===== src/rtl/ltseq_pkg.sv =====
package ltseq_pkg;
  // Segment split of the converter: low binary bits, then two thermometer
  // segments stepped above mid-scale, then the top thermometer segment.
  localparam int LSB_BITS = 4;
  localparam int SEG2_BITS = 3;
  localparam int SEG3_BITS = 4;
  localparam int TOP_BITS = 5;
  localparam int CODE_W = LSB_BITS + SEG2_BITS + SEG3_BITS + TOP_BITS;
  localparam int DWELL_W = 16;
  localparam int IDX_W = 6;

  typedef struct packed {
    logic [IDX_W-1:0] idx;
    logic             phase;
  } step_pos_t;
endpackage


===== src/rtl/ltseq_code_map.sv =====
module ltseq_code_map #(
  parameter int LSB_BITS = 4,
  parameter int SEG2_BITS = 3,
  parameter int SEG3_BITS = 4,
  parameter int TOP_BITS = 5,
  parameter int IDX_W = 6,
  localparam int CODE_W = LSB_BITS + SEG2_BITS + SEG3_BITS + TOP_BITS
) (
  input  logic [IDX_W-1:0]  idx,
  input  logic              phase,
  output logic [CODE_W-1:0] code,
  output logic              is_top
);
  localparam int SEG2_N = (1 << SEG2_BITS) - 1;
  localparam int SEG3_N = (1 << SEG3_BITS) - 1;
  localparam int TOP_N = (1 << TOP_BITS) - 1;
  localparam int B_SEG2 = 1 + LSB_BITS;
  localparam int B_SEG3 = B_SEG2 + SEG2_N;
  localparam int B_TOP = B_SEG3 + SEG3_N;
  localparam int B_FULL = B_TOP + TOP_N;
  localparam logic [CODE_W-1:0] MID = {1'b1, {(CODE_W-1){1'b0}}};

  // Table entry arithmetic; the bench restates it with its own loops.
  function automatic logic [CODE_W-1:0] entry_code(input int k);
    logic [CODE_W-1:0] r;
    if (k == 0)
      r = '0;
    else if (k < B_SEG2)
      r = MID | (CODE_W'(1) << (k - 1));
    else if (k < B_SEG3)
      r = MID + (CODE_W'(k - B_SEG2 + 1) << LSB_BITS);
    else if (k < B_TOP)
      r = MID + (CODE_W'(k - B_SEG3 + 1) << (LSB_BITS + SEG2_BITS));
    else if (k < B_FULL)
      r = CODE_W'(k - B_TOP + 1) << (CODE_W - TOP_BITS);
    else
      r = '1;
    return r;
  endfunction

  function automatic logic in_top(input int k);
    return (k >= B_TOP) && (k < B_FULL);
  endfunction

  logic [CODE_W-1:0] base_code;

  always_comb begin
    base_code = entry_code(int'(idx));
    is_top = in_top(int'(idx));
    code = phase ? ~base_code : base_code;
  end
endmodule


===== src/rtl/ltseq_dwell_timer.sv =====
module ltseq_dwell_timer #(
  parameter int DWELL_W = 16
) (
  input  logic               clk,
  input  logic               rst_n,
  input  logic               start,
  input  logic               run,
  input  logic [DWELL_W-1:0] dwell,
  output logic               step_end
);
  logic [DWELL_W-1:0] dwell_q;
  logic [DWELL_W-1:0] cnt;
  logic [DWELL_W-1:0] last_cnt;

  // A zero dwell behaves as a one-cycle hold.
  function automatic logic [DWELL_W-1:0] hold_last(input logic [DWELL_W-1:0] d);
    return (d == '0) ? '0 : d - DWELL_W'(1);
  endfunction

  assign last_cnt = hold_last(dwell_q);
  assign step_end = run && (cnt == last_cnt);

  always_ff @(posedge clk or negedge rst_n) begin
    if (!rst_n) begin
      dwell_q <= '0;
      cnt <= '0;
    end else if (start) begin
      dwell_q <= dwell;
      cnt <= '0;
    end else if (run) begin
      cnt <= step_end ? '0 : cnt + DWELL_W'(1);
    end
  end
endmodule


===== src/rtl/ltseq_step_walker.sv =====
module ltseq_step_walker #(
  parameter int IDX_W = 6,
  parameter int LAST_IDX = 58
) (
  input  logic             clk,
  input  logic             rst_n,
  input  logic             start,
  input  logic             interleave,
  input  logic             step_end,
  input  logic             is_top,
  output logic [IDX_W-1:0] idx,
  output logic             phase,
  output logic             run,
  output logic             done
);
  logic mode_q;
  logic at_last;
  logic want_comp;

  assign at_last = (idx == IDX_W'(LAST_IDX)) && !phase;
  assign want_comp = mode_q && is_top && !phase;

  always_ff @(posedge clk or negedge rst_n) begin
    if (!rst_n) begin
      idx <= '0;
      phase <= 1'b0;
      run <= 1'b0;
      done <= 1'b0;
      mode_q <= 1'b0;
    end else if (start) begin
      idx <= '0;
      phase <= 1'b0;
      run <= 1'b1;
      done <= 1'b0;
      mode_q <= interleave;
    end else if (step_end) begin
      if (at_last) begin
        run <= 1'b0;
        done <= 1'b1;
      end else if (want_comp) begin
        phase <= 1'b1;
      end else begin
        phase <= 1'b0;
        idx <= idx + IDX_W'(1);
      end
    end
  end
endmodule


===== src/rtl/linearity_seq.sv =====
module linearity_seq
  import ltseq_pkg::*;
(
  input  logic               clk,
  input  logic               rst_n,
  input  logic               start,
  input  logic               interleave,
  input  logic [DWELL_W-1:0] dwell,
  output logic [CODE_W-1:0]  code,
  output logic               strobe,
  output logic [IDX_W-1:0]   index,
  output logic               comp,
  output logic               done
);
  localparam int LAST_IDX = 1 + LSB_BITS + ((1 << SEG2_BITS) - 1)
                          + ((1 << SEG3_BITS) - 1) + ((1 << TOP_BITS) - 1);

  // Named internal events, visible to the bound checker.
  logic      step_end;
  logic      run;
  logic      is_top;
  step_pos_t pos;

  ltseq_dwell_timer #(.DWELL_W(DWELL_W)) u_timer (
    .clk(clk), .rst_n(rst_n), .start(start), .run(run),
    .dwell(dwell), .step_end(step_end)
  );

  ltseq_step_walker #(.IDX_W(IDX_W), .LAST_IDX(LAST_IDX)) u_walk (
    .clk(clk), .rst_n(rst_n), .start(start), .interleave(interleave),
    .step_end(step_end), .is_top(is_top),
    .idx(pos.idx), .phase(pos.phase), .run(run), .done(done)
  );

  ltseq_code_map #(
    .LSB_BITS(LSB_BITS), .SEG2_BITS(SEG2_BITS), .SEG3_BITS(SEG3_BITS),
    .TOP_BITS(TOP_BITS), .IDX_W(IDX_W)
  ) u_map (
    .idx(pos.idx), .phase(pos.phase), .code(code), .is_top(is_top)
  );

  assign strobe = step_end;
  assign index = pos.idx;
  assign comp = pos.phase;
endmodule


===== config.mk =====
export PLATFORM = sky130hd
export DESIGN_NAME = linearity_seq
export DESIGN_NICKNAME = d
export VERILOG_FILES = /design/src/rtl/ltseq_pkg.sv /design/src/rtl/ltseq_code_map.sv /design/src/rtl/ltseq_dwell_timer.sv /design/src/rtl/ltseq_step_walker.sv /design/src/rtl/linearity_seq.sv
export SDC_FILE = /design/constraint.sdc
export NUM_CORES = 1
export LEC_CHECK = 0
export BUFFER_PORTS_ARGS = -buffer_cell sky130_fd_sc_hd__clkbuf_2
export CAP_MARGIN = 20
export CORE_ASPECT_RATIO = 1.1
export CORE_MARGIN = 2
export CORE_UTILIZATION = 55
export CTS_CLUSTER_DIAMETER = 200
export CTS_CLUSTER_SIZE = 16
export DETAILED_ROUTE_END_ITERATION = 8
export MAX_ROUTING_LAYER = met4
export PLACE_DENSITY = 0.78
export SLEW_MARGIN = 20
export SYNTH_ARGS = -nofsm -noshare
export SYNTH_HDL_FRONTEND = slang
export SYNTH_SLANG_ARGS = --single-unit

===== constraint.sdc =====
create_clock -name clk -period 6.05 [get_ports clk]
set_clock_uncertainty 0.2 [all_clocks]
set_input_delay 0.9075 -clock clk [delete_from_list [all_inputs] [get_ports clk]]
set_output_delay 0.9075 -clock clk [all_outputs]
set_load 0.02 [all_outputs]

==> flow_summary.json <==
{
  "status": "finished clean",
  "dp_hpwl_mm": 6.84,
  "cts_setup_buffers": 0,
  "ff2ff_setup_slack_ns": 1.83,
  "drtIter0Drc": 234,
  "cts_resized": 0,
  "cap_viol_max_count": 0,
  "worstPathRequired_ns": 4.94,
  "dp.cells": 547,
  "slew_viol_final": 0,
  "setup_violations": 0,
  "h-tree-depth": 2,
  "setup_ws_ns": 1.01,
  "ys_types": 61,
  "end_kind": "output port",
  "cts_tree": "built",
  "highest_layer": "met4",
  "pre_cts_ws_ns": 1.42,
  "cp_common_cell": "nand4_1",
  "die_area_sq_um": 7350,
  "postRouteAntennaNets": 0,
  "tns_ns": 0,
  "r2r_end": "u_timer.cnt[6]",
  "synth_area_leader_cell": "dfrtp_1",
  "cts.sinks": 42,
  "fillers": 594,
  "final_util_pct": 61.0,
  "synth_nets": 483,
  "ys_seq_area_share_pct": 28.6,
  "worstSetupPathType": "reg -> out",
  "syn_area_per_cell_sq_um": 8.22,
  "ys_ff_latch": 42,
  "p_leak_nw": 1.71,
  "cp-start-kind": "flip-flop",
  "arrival_ns": 3.93,
  "rr_worst_depth": 10,
  "drt_first_pass_iters": 5,
  "drt-total-wl_mm": 9.02,
  "design.core.area_sq_um": 6520,
  "numPortBuffers": 44,
  "max_freq_ghz": 0.199,
  "synth_top_area_share_pct": 28.6,
  "area_growth_pct": 8.31,
  "synth_edf_count": 0,
  "grt_pass1_wl_mm": 15.4,
  "placementRows": 31,
  "clockBufferDepth": 2,
  "r2r-start": "u_timer.dwell_q[0]",
  "cts-root-buf": "clkbuf_8",
  "antennaDiodeCount": 0,
  "m1WireLength_mm": 3.98,
  "synth_area_sq_um": 3670,
  "yosys_most_used_dff": "dfrtp_1",
  "place_congestion": 0.983,
  "crit_chain": "inv_1 -> ha_1 -> nor3b_1 -> nand4_1 -> or3_1 -> o211ai_1 -> nand4_1 -> a2111oi_0 -> clkbuf_2",
  "max_slew_margin_pct": 38.2,
  "hold_buffers": 0,
  "antenna_found_initial": 0,
  "die_w_um": 81.9,
  "final_nets": 508,
  "wl_met3_um": 431,
  "io_pins": 45,
  "fin_crit_sh_pct": 83.2,
  "numCtsBuffers": 5,
  "layoutNonFillerInstCount": 555,
  "async_reset_ff_share_pct": 100,
  "rsz0062_at_grt": "no",
  "wl_met2_mm": 4.46,
  "powerDensity_nw_per_um2": 188,
  "min_to": "u_walk.done",
  "tightest_slew_ns": 0.928,
  "hold-path-cell-count": 1,
  "clk_pin_slew_ns": 0.09,
  "period_needed_ns": 5.04,
  "crit_slowest_cell": "a2111oi_0",
  "grt_pass1_vias": 3213,
  "via_count": 3345,
  "ir_drop_mv": 0.153,
  "ys_warn_count": 0,
  "drive_gt1_share_pct": 16.9,
  "multiInputGateArea_sq_um": 2460,
  "grt_overflow_total": 0,
  "synth_commonest_cells": "nand2_1 (44), nor2_1 (44), dfrtp_1 (42), o21ai_0 (26), xor2_1 (26)",
  "hold_class": "reg -> reg",
  "initial_core_util_pct": 56.4,
  "worstSkewPairLatency_ns": 0.30,
  "routedWlPerCell_um": 16.3,
  "die_h_um": 89.7,
  "worstHoldStart": "u_walk.done",
  "hold_viol": 0,
  "synth_area_leaders": "dfrtp_1 (29%), xor2_1 (6.2%), xnor2_1 (5.7%), ha_1 (5.5%), nand2_1 (4.5%)",
  "critPathMaxFanout": 12,
  "layout.area.seq_sq_um": 1050,
  "grt_max_degree": 43,
  "slowest_delay_ns": 0.75,
  "track_usage_pct": 26.9,
  "synth_cells": 447,
  "drcViolationCount": 0,
  "vias_per_cell": 6.03
}
## worst max path at each step
stage | from | endpoint | slack [ns] | cells past startpoint
after global routing | u_timer.dwell_q[0] | strobe | 0.71 | 9
after detailed placement | u_timer.dwell_q[0] | strobe | 1.42 | 9
after CTS | u_timer.dwell_q[0] | strobe | 1.08 | 9
final | u_timer.dwell_q[0] | strobe | 1.01 | 9
after floorplan | u_timer.dwell_q[0] | strobe | 1.78 | 9
after global placement | u_timer.dwell_q[0] | strobe | 1.58 | 9
## final cells by class
type / count / share of cell area [%]
Multi-Input combinational cell: 365 / 61.8
Sequential cell: 42 / 26.4
Timing Repair Buffer: 44 / 5.54
Tap cell: 82 / 2.58
Clock buffer: 5 / 1.73
Inverter: 14 / 1.32
Clock inverter: 3 / 0.598
## stage by stage
step	power, mW	area (sq um)	hold slack (ns)
4_1_cts	0.751	3980	0.331
6_report	0.746	3980	0.318
3_5_place_dp	0.560	3880	0.310
2_1_floorplan	0.496	3670	0.304
5_1_grt	0.788	3980	0.345
3_3_place_gp	0.554	3880	0.302
## worst max-delay path: cells and delay by family (launching register included)
family	cells	cell delay, ns
flip-flops	1	0.43
adder cells (fa/ha/maj)	1	0.21
buffers and inverters	2	0.39
AND/OR/NAND/NOR	4	1.76
AO/OA/AOI/OAI	2	0.84
## per-layer routing
| layer | up-vias | GRT usage (%) |
|---|---|---|
| met3 | 16 | 3.71 |
| met4 | 0 | 9.31 |
| met2 | 103 | 42.1 |
| li1 | 1636 | - |
| met1 | 1590 | 35.3 |
| met5 | - | - |
## where the power goes
part / switching (mW) / internal, mW
logic: 0.138 / 0.0915
registers: 0.0318 / 0.295
clock network: 0.107 / 0.0826
total: 0.277 / 0.469
## placed cells by master, fill, tap and decap left out, types with 3 or more instances in the layout
cell type | netlist | layout
a31oi_1 | 7 | 7
o2111ai_1 | 3 | 3
nand2b_1 | 6 | 6
a22oi_1 | 3 | 3
nor4_1 | 7 | 7
xor2_1 | 26 | 26
and3_1 | 8 | 8
nor3_1 | 9 | 9
nand3_1 | 23 | 23
nor4_4 | 3 | 3
mux2i_1 | 5 | 5
or3_1 | 7 | 7
mux2_1 | 3 | 3
dfrtp_1 | 42 | 42
ha_1 | 16 | 16
nand4_1 | 12 | 12
nor2_1 | 44 | 44
nand2_1 | 44 | 44
a211oi_1 | 4 | 4
nor4_2 | 4 | 4
inv_1 | 14 | 14
xnor2_1 | 24 | 24
o22ai_1 | 4 | 4
clkbuf_2 | 0 | 43
a21oi_1 | 20 | 20
nor2b_1 | 7 | 7
o21ai_0 | 26 | 26
clkbuf_8 | 0 | 5
mux2_2 | 14 | 14
## kinds of logic (layout without fill, tap and decap cells)
| group | after synthesis | after routing | synth area share [%] |
|---|---|---|---|
| adder cells (fa/ha/maj) | 16 | 16 | 5.45 |
| multiplexers | 22 | 22 | 6.58 |
| flip-flops | 42 | 42 | 28.6 |
| buffers and inverters | 40 | 66 | 4.43 |
| AND/OR/NAND/NOR | 189 | 189 | 27.7 |
| AO/OA/AOI/OAI | 88 | 88 | 15.3 |
| XOR/XNOR | 50 | 50 | 11.9 |
## registers in the layout, summed over array words and instances (netlist names)
register         cells
u_timer.cnt         16
u_timer.dwell_q     16
u_walk.idx           6
u_walk.done          1
u_walk.mode_q        1
u_walk.phase         1
u_walk.run           1
No activity file was read; power rests on OpenSTA's default activity.
